`src/rtl/mon_tx_pkg.sv`:
```
package mon_tx_pkg;

  typedef enum logic [2:0] {
    ST_IDLE,
    ST_LOAD,
    ST_ARM,
    ST_PRE,
    ST_ACK,
    ST_EOM
  } mtx_state_e;

endpackage

```
`src/rtl/mon_tx_msgbuf.sv`:
```
module mon_tx_msgbuf #(
  parameter int DATA_W = 8,
  parameter int DEPTH  = 8,
  localparam int IW    = $clog2(DEPTH)
) (
  input  logic              clk,
  input  logic              rst_n,
  input  logic              wr_en,
  input  logic              wr_end,
  input  logic [DATA_W-1:0] wr_data,
  input  logic [IW-1:0]     rd_idx,
  output logic [DATA_W-1:0] rd_data,
  output logic [IW-1:0]     wr_ptr,
  output logic              slot_last
);

  logic [DATA_W-1:0] mem [DEPTH];
  logic [IW-1:0]     ptr_d;

  always_comb begin
    ptr_d = wr_ptr;
    if (wr_en) begin
      if (wr_end) ptr_d = '0;
      else        ptr_d = wr_ptr + 1'b1;
    end
  end

  always_ff @(posedge clk or negedge rst_n) begin
    if (!rst_n) wr_ptr <= '0;
    else        wr_ptr <= ptr_d;
  end

  always_ff @(posedge clk) begin
    if (wr_en) mem[wr_ptr] <= wr_data;
  end

  assign rd_data   = mem[rd_idx];
  assign slot_last = (wr_ptr == IW'(DEPTH - 1));

endmodule

```
`src/rtl/mon_tx_timer.sv`:
```
module mon_tx_timer #(
  parameter int LIMIT = 24000,
  localparam int CW   = $clog2(LIMIT + 1)
) (
  input  logic clk,
  input  logic rst_n,
  input  logic restart,
  input  logic run,
  output logic expired
);

  logic [CW-1:0] cnt_q, cnt_d;

  always_comb begin
    cnt_d = cnt_q;
    if (restart)                            cnt_d = '0;
    else if (run && (cnt_q != CW'(LIMIT)))  cnt_d = cnt_q + 1'b1;
  end

  always_ff @(posedge clk or negedge rst_n) begin
    if (!rst_n) cnt_q <= '0;
    else        cnt_q <= cnt_d;
  end

  assign expired = run && (cnt_q == CW'(LIMIT));

  assert_count_bounded_R7: assert property (@(posedge clk) disable iff (!rst_n)
    cnt_q <= CW'(LIMIT));

endmodule

```
`src/rtl/mon_tx.sv`:
```
module mon_tx
  import mon_tx_pkg::*;
#(
  parameter int DATA_W         = 8,
  parameter int DEPTH          = 8,
  parameter int TIMEOUT_CYCLES = 24000,
  localparam int IW            = $clog2(DEPTH)
) (
  input  logic              clk,
  input  logic              rst_n,
  input  logic              frame_stb,
  input  logic              ack_n,
  input  logic              timer_en,
  input  logic [DATA_W-1:0] msg_data,
  input  logic              msg_last,
  input  logic              msg_valid,
  output logic              msg_ready,
  output logic [DATA_W-1:0] mon_byte,
  output logic              mon_en,
  output logic              done,
  output logic              aborted,
  output logic              timeout
);

  localparam logic [DATA_W-1:0] IDLE_W = '1;

  logic [1:0] rst_sync_q;
  logic       rst_s;

  always_ff @(posedge clk or negedge rst_n) begin
    if (!rst_n) rst_sync_q <= 2'b00;
    else        rst_sync_q <= {rst_sync_q[0], 1'b1};
  end
  assign rst_s = rst_sync_q[1];

  mtx_state_e        state_q, state_d;
  logic [IW-1:0]     idx_q, idx_d, len_q, len_d, rd_idx, wr_ptr;
  logic              rep_q, rep_d, hi_q, hi_d;
  logic [DATA_W-1:0] byte_q, byte_d, rd_data;
  logic              en_q, en_d, done_q, done_d, abrt_q, abrt_d, to_q, to_d;
  logic              acc, msg_end, slot_last, tmr_restart, tmr_run, tmr_exp;

  assign msg_ready = (state_q == ST_IDLE) || (state_q == ST_LOAD);
  assign acc       = msg_valid && msg_ready;
  assign msg_end   = msg_last || slot_last;
  assign rd_idx    = (state_q == ST_ACK) ? idx_q + 1'b1 : '0;
  assign tmr_run   = (state_q == ST_PRE) && timer_en;

  mon_tx_msgbuf #(.DATA_W(DATA_W), .DEPTH(DEPTH)) buf_i (
    .clk(clk), .rst_n(rst_s), .wr_en(acc), .wr_end(msg_end),
    .wr_data(msg_data), .rd_idx(rd_idx), .rd_data(rd_data),
    .wr_ptr(wr_ptr), .slot_last(slot_last)
  );

  mon_tx_timer #(.LIMIT(TIMEOUT_CYCLES)) tmr_i (
    .clk(clk), .rst_n(rst_s), .restart(tmr_restart),
    .run(tmr_run), .expired(tmr_exp)
  );

  always_comb begin
    state_d = state_q; idx_d = idx_q; len_d = len_q;
    rep_d = rep_q; hi_d = hi_q; byte_d = byte_q; en_d = en_q;
    to_d = to_q; done_d = 1'b0; abrt_d = 1'b0; tmr_restart = 1'b0;
    unique case (state_q)
      ST_IDLE, ST_LOAD: begin
        if (acc) begin
          if (state_q == ST_IDLE) to_d = 1'b0;
          if (msg_end) begin
            len_d   = wr_ptr;
            state_d = ST_ARM;
          end else begin
            state_d = ST_LOAD;
          end
        end
      end
      ST_ARM: begin
        if (frame_stb) begin
          idx_d = '0; byte_d = rd_data; en_d = 1'b1;
          rep_d = 1'b0; tmr_restart = 1'b1; state_d = ST_PRE;
        end
      end
      ST_PRE: begin
        if (tmr_exp) begin
          to_d = 1'b1; en_d = 1'b0; byte_d = IDLE_W; state_d = ST_IDLE;
        end else if (frame_stb) begin
          if (!rep_q) rep_d = 1'b1;
          else if (!ack_n) begin
            hi_d = 1'b0; state_d = ST_ACK;
          end
        end
      end
      ST_ACK: begin
        if (frame_stb) begin
          if (ack_n) begin
            if (hi_q) begin
              abrt_d = 1'b1; en_d = 1'b0; byte_d = IDLE_W; state_d = ST_ARM;
            end else begin
              hi_d = 1'b1;
            end
          end else if (hi_q) begin
            if (idx_q == len_q) begin
              en_d = 1'b0; byte_d = IDLE_W; state_d = ST_EOM;
            end else begin
              idx_d = idx_q + 1'b1; byte_d = rd_data; rep_d = 1'b0;
              tmr_restart = 1'b1; state_d = ST_PRE;
            end
          end
        end
      end
      ST_EOM: begin
        if (frame_stb && !ack_n) begin
          done_d = 1'b1; state_d = ST_IDLE;
        end
      end
      default: state_d = ST_IDLE;
    endcase
  end

  always_ff @(posedge clk or negedge rst_s) begin
    if (!rst_s) begin
      state_q <= ST_IDLE; idx_q <= '0; len_q <= '0; rep_q <= 1'b0;
      hi_q <= 1'b0; byte_q <= IDLE_W; en_q <= 1'b0; done_q <= 1'b0;
      abrt_q <= 1'b0; to_q <= 1'b0;
    end else begin
      state_q <= state_d; idx_q <= idx_d; len_q <= len_d; rep_q <= rep_d;
      hi_q <= hi_d; byte_q <= byte_d; en_q <= en_d; done_q <= done_d;
      abrt_q <= abrt_d; to_q <= to_d;
    end
  end

  assign mon_byte = byte_q;
  assign mon_en   = en_q;
  assign done     = done_q;
  assign aborted  = abrt_q;
  assign timeout  = to_q;

  assert_ready_only_idle_R2: assert property (@(posedge clk) disable iff (!rst_s)
    msg_ready |-> !mon_en);

  assert_done_after_ack_R5: assert property (@(posedge clk) disable iff (!rst_s)
    done |-> (!mon_en && $past(frame_stb) && !$past(ack_n)));

  assert_abort_idles_slot_R6: assert property (@(posedge clk) disable iff (!rst_s)
    aborted |-> (!mon_en && (mon_byte == IDLE_W)));

  assert_no_timeout_disabled_R8: assert property (@(posedge clk) disable iff (!rst_s)
    !timer_en |=> !$rose(timeout));

  assert_timeout_sticky_R9: assert property (@(posedge clk) disable iff (!rst_s)
    (timeout && !acc) |=> timeout);

  assert_slot_frame_aligned_R10: assert property (@(posedge clk) disable iff (!rst_s)
    (!frame_stb && !tmr_exp) |=> ($stable(mon_byte) && $stable(mon_en)));

endmodule

```
`config.mk`:
```
export PLATFORM = sky130hd
export DESIGN_NAME = mon_tx
export DESIGN_NICKNAME = d
export VERILOG_FILES = /design/src/rtl/mon_tx_pkg.sv /design/src/rtl/mon_tx_msgbuf.sv /design/src/rtl/mon_tx_timer.sv /design/src/rtl/mon_tx.sv
export SDC_FILE = /design/constraint.sdc
export NUM_CORES = 1
export LEC_CHECK = 0
export ABC_CLOCK_PERIOD_IN_PS = 3400
export CAP_MARGIN = 20
export CORE_ASPECT_RATIO = 0.75
export CORE_UTILIZATION = 45
export DETAILED_ROUTE_END_ITERATION = 16
export DONT_BUFFER_PORTS = 1
export HOLD_SLACK_MARGIN = 0.03
export PLACE_DENSITY = 0.65
export RECOVER_POWER = 25
export SETUP_SLACK_MARGIN = 0.2
export SYNTH_ARGS = -nofsm -noshare
export SYNTH_HDL_FRONTEND = slang
export SYNTH_SLANG_ARGS = --single-unit
```
`constraint.sdc`:
```
create_clock -name clk -period 3.4 [get_ports clk]
set_clock_uncertainty 0.1 [all_clocks]
set_input_delay 0.51 -clock clk [delete_from_list [all_inputs] [get_ports clk]]
set_output_delay 0.51 -clock clk [all_outputs]
set_load 0.01 [all_outputs]
```
==> results list <==
- The run finished with clean final reports.
- Synthesis inferred 107 register bits.
* Number of levels the H-tree was split into: 3
- STA puts the critical path data arrival time at roughly 2700 ps.
* Share of synthesized registers carrying an async set or reset: between 40% and 50%
- The worst setup path is launched from a flop.
- Dividing the detail-routed wire length by the instance count gives just over 20 um.
- Master cell of the clock root buffer: clkbuf_16
- Summing over every cut layer, the via total after detailed routing is 3099.
* Avg Synthesized Cell Area: 12.88 um2
- No sink is reached through more buffers than the 2 on the longest clock path.
- Nets: 396
- Setup violations remaining at the end of the flow were counted as 0.
- Largest fanout on the critical path: 15
* Aggregate negative setup slack: 0 ps
- The initialized floorplan defines 31 standard-cell rows.
- The Yosys step of the flow raised 0 warnings.
- Most used DFF post-synth: edfxtp_1
* Worst rel slew slack: 35.23%
- For this block, the routed nets add up to 10550 um of wire.
- Once placement finished, the instance area stood at slightly below 5000 um2.
- The first global-routing pass estimated 17080 um of wire.
- Global route total overflow: 0
- Area added between synthesis and finish: 12.15%
* TritonCTS buffer count: 9
- Top-area cell type share of the netlist area: 40.67%
- Layout cell share with drive strength beyond 1: 17.59%
- The via count of the first global-routing pass came to 3106.
- The initial utilization of the core area, before any placement, comes to around 48%.
* Number of remaining DRC errors: 0
- The die is 120.3 um wide.
- Post-CTS repair changed the size of 0 cells.
- Final HPWL DP: about 7000 um
* Vias per cell: 6.041
* All-Layer GR Usage: 21.11%
- Total power: 0.004040 W
- Count of TritonRoute iterations in the first routing pass: 5
* Number of antenna violations at the first check in global routing: 0
- Across the VDD grid, the largest voltage drop is 0.4886 mV.
* Count of flip-flops with a built-in enable after synthesis: 64
* Post-synth net total: 387
- Clock latency on the worst-skew pair, taken at its later pin, is 350 ps.
- Post-synthesis cell type count: 54
- Static Leak: 1.886 nW
- Max Clock Freq: roughly 400 MHz
- The tool flagged a number of max-cap violations equal to 0.
- edfxtp_1 takes more of the synthesized area than any other cell.
- Clock-pin slew was measured on the worst setup and hold paths at 70 ps.
- Antenna diodes: 0
- Entering global routing, the biggest net connects between 40 and 50 pins.
- Required time reported for the critical path endpoint: 3570 ps
- For this design the ratio of total power to cell area is 762.3 nW/um2.
- Yosys attributes the largest share of cell area to edfxtp_1 41%, dfrtp_1 19%, dfstp_2 4.4%.
* Floorplan die height: 90.75 um
- Fin area: 5300 um2
* Setup repair after global routing missed its margin: no
- TritonCTS built the clock tree.
- After floorplanning, the core was sized to cover roughly 10000 um2.
- Clock sink total: between 100 and 150
- Mapped Cells: about 370
- In this run, the number of DRC markers left after iteration 0 of detailed routing was 239.
- Syn Std Cell Area: 4726 um2
* Transition at the pin with the smallest max-transition slack: ~970 ps
- Routability-driven placement finished with a final weighted congestion of ~0.8.
- The critical path is of the reg -> reg type.
- The count of buffers added on input and output ports is 0.
- The hold violation count in the final report is 0.
- Crit share post-route: 73.47%
- Number of nets with antenna violations after detailed routing: 0
- Worst hold margin: ~150 ps
- Area of the die: 10920 um2
- The worst path needs approximately 2500 ps of the cycle, external delays included.
- The final number of max-transition violations was 0.
- Min-Delay Path Class: in -> reg
- Number of I/O pins: 28
* Sequential-to-total area share from yosys stat: between 60% and 70%
* Critical path capture point type: flop
## stage by stage
stage | instances | setup slack, ps | utilization [%]
6_report | 513 | 901.9 | 53.38
5_1_grt | 513 | 761.9 | 53.38
4_1_cts | 513 | 938.3 | 53.38
3_5_place_dp | 496 | 963.7 | 49.76
3_3_place_gp | 496 | 1002 | 49.76
2_1_floorplan | 367 | 886.6 | -
## worst max-delay path, cell delays in order, from the launching register on
cell	delay, ps
dfrtp_1	590
or3b_2	630
nor3_2	280
a21o_1	410
buf_4	260
nand2_1	60
o21ai_0	70
## path summary, 6_finish.rpt
kind                                               from                         to  slack (ps)  depth (start not counted)
worst min-delay path                        msg_data[1]  buf_i.mem[4][1]$_DFFE_PP_         150                          0
worst max-delay path             state_q[2]$_DFFE_PN0P_       idx_q[0]$_DFFE_PN0P_         900                          6
worst max register to register   state_q[2]$_DFFE_PN0P_       idx_q[0]$_DFFE_PN0P_         900                          6
worst min register to register  rst_sync_q[0]$_DFF_PN0_    rst_sync_q[1]$_DFF_PN0_         260                          0
max in group asynchronous       rst_sync_q[1]$_DFF_PN0_          aborted$_DFF_PN0_        2260                          0
min in group asynchronous                         rst_n    rst_sync_q[0]$_DFF_PN0_         280                          1
## final cells by class
class / instances / area (um2)
multi-input cells: 236 / 1632
well taps: 132 / 165.2
inverters: 6 / 22.52
clock buffers: 9 / 225.2
fillers: 899 / 4629
clock inverters: 7 / 123.9
flip-flops and latches: 107 / 3009
repair buffers: 16 / 122.6
## placed cells by master (no fill, tap or decap), types with 5 or more instances in the layout
cell and n:
nand2_1 23, mux2_2 9, edfxtp_1 64, xnor2_1 8, nor2_1 25, inv_1 6
nand3_1 9, nor3_1 13, o21ai_0 18, ha_1 5, or3_1 8, mux2i_1 11
dfstp_2 8, buf_4 15, dfrtp_1 34, nand4_1 5, a21oi_1 26, clkbuf_16 9
## power by group
group	leakage (nW)	total [W]	internal, W	switching, W
Combinational	0.590	0.00104	0.000442	0.000601
Sequential	1.13	0.00179	0.00158	0.000210
Clock	0.167	0.00121	0.000726	0.000480
## per-layer routing
layer  vias up  track usage (%)  share of wire, %
li1       1423                -                 -
met1      1580            28.96                46
met2        84            32.57                46
met3        12            5.934               6.3
met4         0            6.379               1.2
met5         -                0                 0
## cells in the mapped netlist (4+ instances only)
| cell type | count |
|---|---|
| clkbuf_1 | 15 |
| a211oi_1 | 4 |
| o32a_1 | 4 |
| xor2_1 | 4 |
| ha_1 | 5 |
| nand2_1 | 23 |
| o22ai_1 | 4 |
| o21ai_0 | 18 |
| edfxtp_1 | 64 |
| a2bb2oi_1 | 4 |
| nand2b_1 | 4 |
| mux2i_1 | 11 |
| mux2_2 | 9 |
| dfrtp_1 | 35 |
| inv_1 | 6 |
| nand3_1 | 9 |
| or3_1 | 8 |
| a21oi_1 | 26 |
| xnor2_1 | 8 |
| nor4_1 | 4 |
| dfstp_2 | 8 |
| nor2_1 | 25 |
| nor3_1 | 13 |
| nand4_1 | 5 |
## logic make-up after synthesis
kind of cell / Yosys count / share of synthesized area [%]
AOI/OAI and AO/OA: 84 / 11.91
xor gates and xnor gates: 12 / 2.224
adders and majority gates: 5 / 1.324
buffers and inverters: 24 / 1.959
DFF: 107 / 63.65
muxes: 23 / 5.904
other: 1 / 0.07935
and+or+nand+nor: 111 / 12.95
## what timing repair did
item                       in CTS  in global routing
buffers inserted                0                  0
hold endpoints to repair        2                  0
hold buffers                    1                  0
setup endpoints to repair       0                  0
## state kept, by name, indices dropped and copies added, names as in the netlist, 2 cells and up
name,flops
buf_i.mem,64
tmr_i.cnt_q,15
mon_byte,8
buf_i.wr_ptr,3
idx_q,3
len_q,3
state_q,3
rst_sync_q,2
(Power assumes the default switching activity.)
